File: config.mk
export PLATFORM = sky130hd
export DESIGN_NAME = cutset_fir3
export DESIGN_NICKNAME = d
export VERILOG_FILES = /design/src/rtl/fir3_pkg.sv /design/src/rtl/fir3_coef_bank.sv /design/src/rtl/fir3_delay_line.sv /design/src/rtl/fir3_cut_stage.sv /design/src/rtl/fir3_join.sv /design/src/rtl/cutset_fir3.sv
export SDC_FILE = /design/constraint.sdc
export NUM_CORES = 2
export LEC_CHECK = 0
export ABC_AREA = 1
export CAP_MARGIN = 0
export CORE_ASPECT_RATIO = 0.75
export CORE_UTILIZATION = 60
export DETAILED_ROUTE_END_ITERATION = 10
export PLACE_DENSITY = 0.81
export SLEW_MARGIN = 15
export SYNTH_ARGS = -nofsm -noshare
export SYNTH_HDL_FRONTEND = slang
export SYNTH_SLANG_ARGS = --single-unit
File: constraint.sdc
create_clock -name clk -period 22 [get_ports clk]
set_clock_uncertainty 0.2 [all_clocks]
set_input_delay 2.2 -clock clk [delete_from_list [all_inputs] [get_ports clk]]
set_output_delay 2.2 -clock clk [all_outputs]
set_load 0.01 [all_outputs]
File: src/rtl/fir3_pkg.sv
package fir3_pkg;
  localparam int NUM_TAPS = 3;

  // width of a single product
  function automatic int prod_width(input int dw, input int cw);
    return dw + cw;
  endfunction

  // growth of two bits covers the sum of three products
  function automatic int sum_width(input int dw, input int cw);
    return dw + cw + $clog2(NUM_TAPS + 1);
  endfunction
endpackage

File: src/rtl/fir3_coef_bank.sv
module fir3_coef_bank #(
  parameter int COEF_W = 16,
  parameter int NTAP   = 3
) (
  input  logic                            clk,
  input  logic                            rst_n,
  input  logic                            wr_en,
  input  logic [NTAP-1:0][COEF_W-1:0]     wr_data,
  output logic [NTAP-1:0][COEF_W-1:0]     coef_q
);
  logic [NTAP-1:0][COEF_W-1:0] coef_d;

  generate
    for (genvar t = 0; t < NTAP; t++) begin : g_tap
      always_comb begin
        coef_d[t] = coef_q[t];
        if (wr_en) coef_d[t] = wr_data[t];
      end

      always_ff @(posedge clk or negedge rst_n) begin
        if (!rst_n) coef_q[t] <= '0;
        else        coef_q[t] <= coef_d[t];
      end
    end
  endgenerate

  // without a write strobe the coefficients hold
  p_coef_hold_r6: assert property (@(posedge clk) disable iff (!rst_n)
    !wr_en |=> $stable(coef_q));
endmodule

File: src/rtl/fir3_delay_line.sv
module fir3_delay_line #(
  parameter int DATA_W = 16,
  parameter int DEPTH  = 2
) (
  input  logic                         clk,
  input  logic                         rst_n,
  input  logic                         shift_en,
  input  logic [DATA_W-1:0]            din,
  output logic [DEPTH-1:0][DATA_W-1:0] tap_q
);
  logic [DEPTH-1:0][DATA_W-1:0] tap_d;

  generate
    for (genvar s = 0; s < DEPTH; s++) begin : g_stage
      logic [DATA_W-1:0] src;
      if (s == 0) begin : g_head
        assign src = din;
      end else begin : g_body
        assign src = tap_q[s-1];
      end

      always_comb begin
        tap_d[s] = tap_q[s];
        if (shift_en) tap_d[s] = src;
      end

      always_ff @(posedge clk or negedge rst_n) begin
        if (!rst_n) tap_q[s] <= '0;
        else        tap_q[s] <= tap_d[s];
      end
    end
  endgenerate

  // an idle cycle leaves the history untouched
  p_hist_hold_r4: assert property (@(posedge clk) disable iff (!rst_n)
    !shift_en |=> $stable(tap_q));
  // an accepted sample moves into the first history slot
  p_hist_load_r7: assert property (@(posedge clk) disable iff (!rst_n)
    shift_en |=> tap_q[0] == $past(din));
endmodule

File: src/rtl/fir3_cut_stage.sv
module fir3_cut_stage #(
  parameter int DATA_W = 16,
  parameter int COEF_W = 16,
  localparam int PR_W  = fir3_pkg::prod_width(DATA_W, COEF_W),
  localparam int PS_W  = PR_W + 1
) (
  input  logic                     clk,
  input  logic                     rst_n,
  input  logic                     in_valid,
  input  logic signed [DATA_W-1:0] x_now,
  input  logic signed [DATA_W-1:0] x_old1,
  input  logic signed [DATA_W-1:0] x_old2,
  input  logic signed [COEF_W-1:0] k_now,
  input  logic signed [COEF_W-1:0] k_old1,
  input  logic signed [COEF_W-1:0] k_old2,
  output logic                     cut_valid,
  output logic signed [PS_W-1:0]   psum_q,
  output logic signed [PR_W-1:0]   cterm_q
);
  logic signed [PR_W-1:0] prod_now, prod_old1, prod_old2;
  logic signed [PS_W-1:0] psum_d;
  logic signed [PR_W-1:0] cterm_d;

  // one multiply plus one add ahead of the cutset registers
  always_comb begin
    prod_now  = x_now  * k_now;
    prod_old1 = x_old1 * k_old1;
    prod_old2 = x_old2 * k_old2;
    psum_d    = psum_q;
    cterm_d   = cterm_q;
    if (in_valid) begin
      psum_d  = {prod_now[PR_W-1], prod_now} + {prod_old1[PR_W-1], prod_old1};
      cterm_d = prod_old2;
    end
  end

  always_ff @(posedge clk or negedge rst_n) begin
    if (!rst_n) begin
      cut_valid <= 1'b0;
      psum_q    <= '0;
      cterm_q   <= '0;
    end else begin
      cut_valid <= in_valid;
      psum_q    <= psum_d;
      cterm_q   <= cterm_d;
    end
  end

  // the cutset registers hold across an idle cycle
  p_cut_hold_r4: assert property (@(posedge clk) disable iff (!rst_n)
    !in_valid |=> $stable(psum_q) && $stable(cterm_q));
endmodule

File: src/rtl/fir3_join.sv
module fir3_join #(
  parameter int PS_W  = 33,
  parameter int PR_W  = 32,
  parameter int OUT_W = 34
) (
  input  logic                    clk,
  input  logic                    rst_n,
  input  logic                    cut_valid,
  input  logic signed [PS_W-1:0]  psum_q,
  input  logic signed [PR_W-1:0]  cterm_q,
  output logic                    y_valid,
  output logic signed [OUT_W-1:0] y_q
);
  logic signed [OUT_W-1:0] y_d;

  always_comb begin
    y_d = y_q;
    if (cut_valid)
      y_d = {{(OUT_W-PS_W){psum_q[PS_W-1]}}, psum_q} +
            {{(OUT_W-PR_W){cterm_q[PR_W-1]}}, cterm_q};
  end

  always_ff @(posedge clk or negedge rst_n) begin
    if (!rst_n) begin
      y_valid <= 1'b0;
      y_q     <= '0;
    end else begin
      y_valid <= cut_valid;
      y_q     <= y_d;
    end
  end

  // the output value holds when the cutset carries nothing
  p_out_hold_r4: assert property (@(posedge clk) disable iff (!rst_n)
    !cut_valid |=> $stable(y_q));
endmodule

File: src/rtl/cutset_fir3.sv
module cutset_fir3 #(
  parameter int DATA_W = 16,
  parameter int COEF_W = 16,
  localparam int NTAP  = fir3_pkg::NUM_TAPS,
  localparam int PR_W  = fir3_pkg::prod_width(DATA_W, COEF_W),
  localparam int PS_W  = PR_W + 1,
  localparam int OUT_W = fir3_pkg::sum_width(DATA_W, COEF_W)
) (
  input  logic                     clk,
  input  logic                     rst_n,
  input  logic                     coef_wr,
  input  logic signed [COEF_W-1:0] coef_a,
  input  logic signed [COEF_W-1:0] coef_b,
  input  logic signed [COEF_W-1:0] coef_c,
  input  logic                     in_valid,
  input  logic signed [DATA_W-1:0] in_x,
  output logic                     out_valid,
  output logic signed [OUT_W-1:0]  out_y
);
  logic [NTAP-1:0][COEF_W-1:0]   coef_in, coef_q;
  logic [NTAP-2:0][DATA_W-1:0]   hist_q;
  logic                          cut_valid;
  logic signed [PS_W-1:0]        psum_q;
  logic signed [PR_W-1:0]        cterm_q;

  assign coef_in = {coef_c, coef_b, coef_a};

  fir3_coef_bank #(.COEF_W(COEF_W), .NTAP(NTAP)) u_coef (
    .clk(clk), .rst_n(rst_n), .wr_en(coef_wr),
    .wr_data(coef_in), .coef_q(coef_q)
  );

  fir3_delay_line #(.DATA_W(DATA_W), .DEPTH(NTAP-1)) u_hist (
    .clk(clk), .rst_n(rst_n), .shift_en(in_valid),
    .din(in_x), .tap_q(hist_q)
  );

  fir3_cut_stage #(.DATA_W(DATA_W), .COEF_W(COEF_W)) u_cut (
    .clk(clk), .rst_n(rst_n), .in_valid(in_valid),
    .x_now(in_x),
    .x_old1(hist_q[0]), .x_old2(hist_q[1]),
    .k_now(coef_q[0]), .k_old1(coef_q[1]), .k_old2(coef_q[2]),
    .cut_valid(cut_valid), .psum_q(psum_q), .cterm_q(cterm_q)
  );

  fir3_join #(.PS_W(PS_W), .PR_W(PR_W), .OUT_W(OUT_W)) u_join (
    .clk(clk), .rst_n(rst_n), .cut_valid(cut_valid),
    .psum_q(psum_q), .cterm_q(cterm_q),
    .y_valid(out_valid), .y_q(out_y)
  );

  // an accepted sample yields a result exactly two edges later
  p_latency_r3: assert property (@(posedge clk) disable iff (!rst_n)
    in_valid |-> ##2 out_valid);
  // an idle cycle yields no result two edges later
  p_idle_gap_r4: assert property (@(posedge clk) disable iff (!rst_n)
    !in_valid |-> ##2 !out_valid);
endmodule

==> results by group <==
Floorplanning
  – Die outline area: 68000 um^2
  – Initial Utilization: 61.2%
  – Core area: 65700 um^2
  – # IOs: 103
  – Placement Rows: 81
  – Die height: 226 um
  – Die X: 301 um

Timing
  – Period utilisation layout: 45.0%
  – RSZ-0062 raised after global routing: no
  – Slew @ Worst Pin: 1.07 ns
  – Final slew viol count: 0
  – Setup TNS: 0 ns
  – Max-slew headroom: 28.5%
  – Tmin final: 9.90 ns
  – Final setup vio count: 0
  – Hold Fails Final Rpt: 0
  – Final Hold Slack: 0.282 ns
  – Achievable Freq: 101 MHz

Global routing
  – Vias in the first global route: 32300
  – First-pass GRT wire length: 178000 um
  – Largest net degree at the start of global routing: 64
  – GR Overflow Total: 0
  – Gr usage total: 34.9%
  – Initial antenna violation count: 0

Worst setup path
  – FF-to-FF End: u_cut.psum_q[28]
  – CP endpoint kind: flip-flop
  – Critical path type: input port to flip-flop
  – Worst EP required: 22.21 ns
  – Data arrival, critical path: 10.11 ns
  – Reg2reg path depth: 24
  – Reg2reg setup slack: 13.92 ns
  – Critical Path Start: in_x[15]
  – Type of origin of the critical path: input port
  – CP Max Fanout: 17
  – Critical R2R Launch: u_coef.coef_q[2]

Finish
  – Share of cells above drive strength 1: 2.51%
  – Nets: 6105
  – # diodes: 0
  – Multi-input combinational cell area: 29300 um^2
  – Synth-to-Final Area Change: 4.90%
  – Storage cell area: 4530 um^2
  – Fillers: 5500

Clocking
  – Clk sink count: 181
  – CTS H-Tree Depth: 4
  – TritonCTS Buffers: 17
  – Worst skew pair latency: 0.53 ns
  – Hold Buf Count CTS: 0
  – Post-CTS setup buffer count: 0
  – Clock slew at reported path FFs: 0.08 ns
  – CTS tree: built
  – CTS Buffer Depth: 2
  – Root Driver: clkbuf_16
  – Post-CTS sizing: 0

Detailed routing
  – DRT iter0 DRCs: 3232
  – Post-Route WL: 112000 um
  – Routed vias: 31300
  – Drt first pass iters: 7
  – Drc violations: 0
  – WL/cell: 19.3 um
  – Routed Antenna Nets: 0
  – Routed vias/inst: 5.38

Synthesis
  – Commonest cells in the synthesized netlist: inv_1 (1460), nand2_1 (1292), fa_1 (847)
  – Post-synthesis cell type count: 42
  – Synth async-reset ratio: 100%
  – Number of synthesized flops with an enable pin: 0
  – Xor/xnor share of the synthesized area: 0.828%
  – Largest family of logic cells by synthesized area: adder cells
  – #FFs+latches synth: 181
  – Ys flop type: dfrtp_1
  – Simple-Gate Fraction of Synth Area: 16.5%
  – Post-synthesis compound-gate area fraction: 3.94%
  – Yosys top cell area share: 42.2%
  – Mapped cell area: 40200 um^2
  – Count leader, synth: inv_1
  – Yosys top cell by area: fa_1
  – Adder-Cell Fraction of Synth Area: 50.4%
  – Sequential element share of the synthesized area: 11.3%
  – Syn avg cell area: 8.02 um^2
  – Post-Syn Instances: 5014
  – Post-synth net total: 6193
  – Yosys warning total: 0
  – Synth area leaders: fa_1 (42%), inv_1 (14%), nand2_1 (12%)
  – Mux share of post-synthesis cell area: 1.23%

Placed design
  – IO Port Bufs: 102
  – Routability Congestion: 1.01
  – Hpwl dp: 93400 um

Worst hold path
  – Hold Path Class: flip-flop to flip-flop
  – Min-Delay Startpoint: u_join.y_q[33]
  – Hold EP: u_join.y_q[33]
  – Hold Crit Depth: 2

Flow run
  – Max Cap Violations: 0

Run status
  – Status: completed
==> worst max path at each step <==
stage,cells after the start,endpoint,slack (ns)
after floorplan,25,u_cut.psum_q[24],13.25
after global placement,25,u_cut.psum_q[28],11.93
after detailed placement,25,u_cut.psum_q[28],11.81
after CTS,25,u_cut.psum_q[28],12.33
after global routing,25,u_cut.psum_q[28],11.87
final,25,u_cut.psum_q[28],12.10
==> per-stage QoR <==
stage	area (um^2)	worst slack, ns	util, %	cells
after global placement	41600	11.93	63.3	5778
after floorplan	40200	13.25	-	5014
final	42200	12.10	64.2	5810
after CTS	42200	12.33	64.2	5810
after detailed placement	41600	11.81	63.3	5778
after global routing	42200	11.87	64.2	5810
==> flip-flops by register name, indices dropped and copies added, names as in the netlist <==
signal,count
u_hist.g_stage.src,16
u_join.y_valid,1
u_join.y_q,34
u_cut.cterm_q,32
u_hist.tap_q,16
u_coef.coef_q,48
u_cut.psum_q,33
u_cut.cut_valid,1
==> cell families (layout without fill, tap and decap cells) <==
logic type,Yosys count,count (layout)
AO/OA/AOI/OAI,283,283
XOR/XNOR,38,38
adder cells (fa/ha/maj),1111,1111
buffers and inverters,1686,1611
flip-flops,181,181
multiplexers,44,44
AND/OR/NAND/NOR,1671,1671
==> routing by layer <==
layer / part of all wire (%) / track usage [%] / routed length (um) / vias to the layer above
li1: - / - / - / 14100
met1: 42 / 50.7 / 47700 / 15200
met2: 40 / 47.7 / 45000 / 1818
met3: 16 / 15.5 / 17500 / 158
met4: 1.9 / 7.88 / 2140 / 0
met5: 0 / 0 / 0 / -
==> worst max-delay path, cell delays in order <==
cell             delay [ns]
clkdlybuf4s50_1        1.00
nand2_1                0.25
inv_1                  0.21
fa_1                   0.46
fa_1                   0.51
fa_1                   0.86
inv_1                  0.32
fa_1                   0.56
inv_1                  0.06
fa_1                   0.51
fa_1                   0.47
fa_1                   0.52
inv_1                  0.05
fa_1                   0.47
inv_1                  0.04
ha_1                   0.38
nand2_1                0.15
nor2_1                 0.28
nand2_1                0.12
nor4_1                 0.25
nand2_1                0.13
nand3_1                0.10
nand2_1                0.05
nand3_1                0.08
nand2_1                0.06
==> layout by cell type, fill, tap and decap left out, drive strengths merged, types with 5 or more instances in the layout <==
cell type         n
a21boi            9
a21o              6
a21oi           104
a31oi            14
buf              16
clkbuf           19
clkdlybuf4s50    99
clkinv            7
dfrtp           181
fa              847
ha              264
inv            1468
mux2             44
nand2          1295
nand3           123
nand3b            8
nand4            27
nor2            171
nor3             17
o21a              5
o21ai           121
o21bai           17
or2              25
xnor2            26
xor2             12
==> area by class of cell <==
| type | count | area share [%] |
|---|---|---|
| clock buffer | 18 | 1.04 |
| clock inverter | 14 | 0.421 |
| inverter | 1463 | 13.0 |
| tap | 871 | 2.58 |
| sequential | 181 | 10.7 |
| timing repair buffer | 116 | 2.66 |
| multi-input combinational | 3147 | 69.5 |
Power is not shown: default switching activity piles up to over one toggle a cycle in this logic, so the estimate is an artifact.
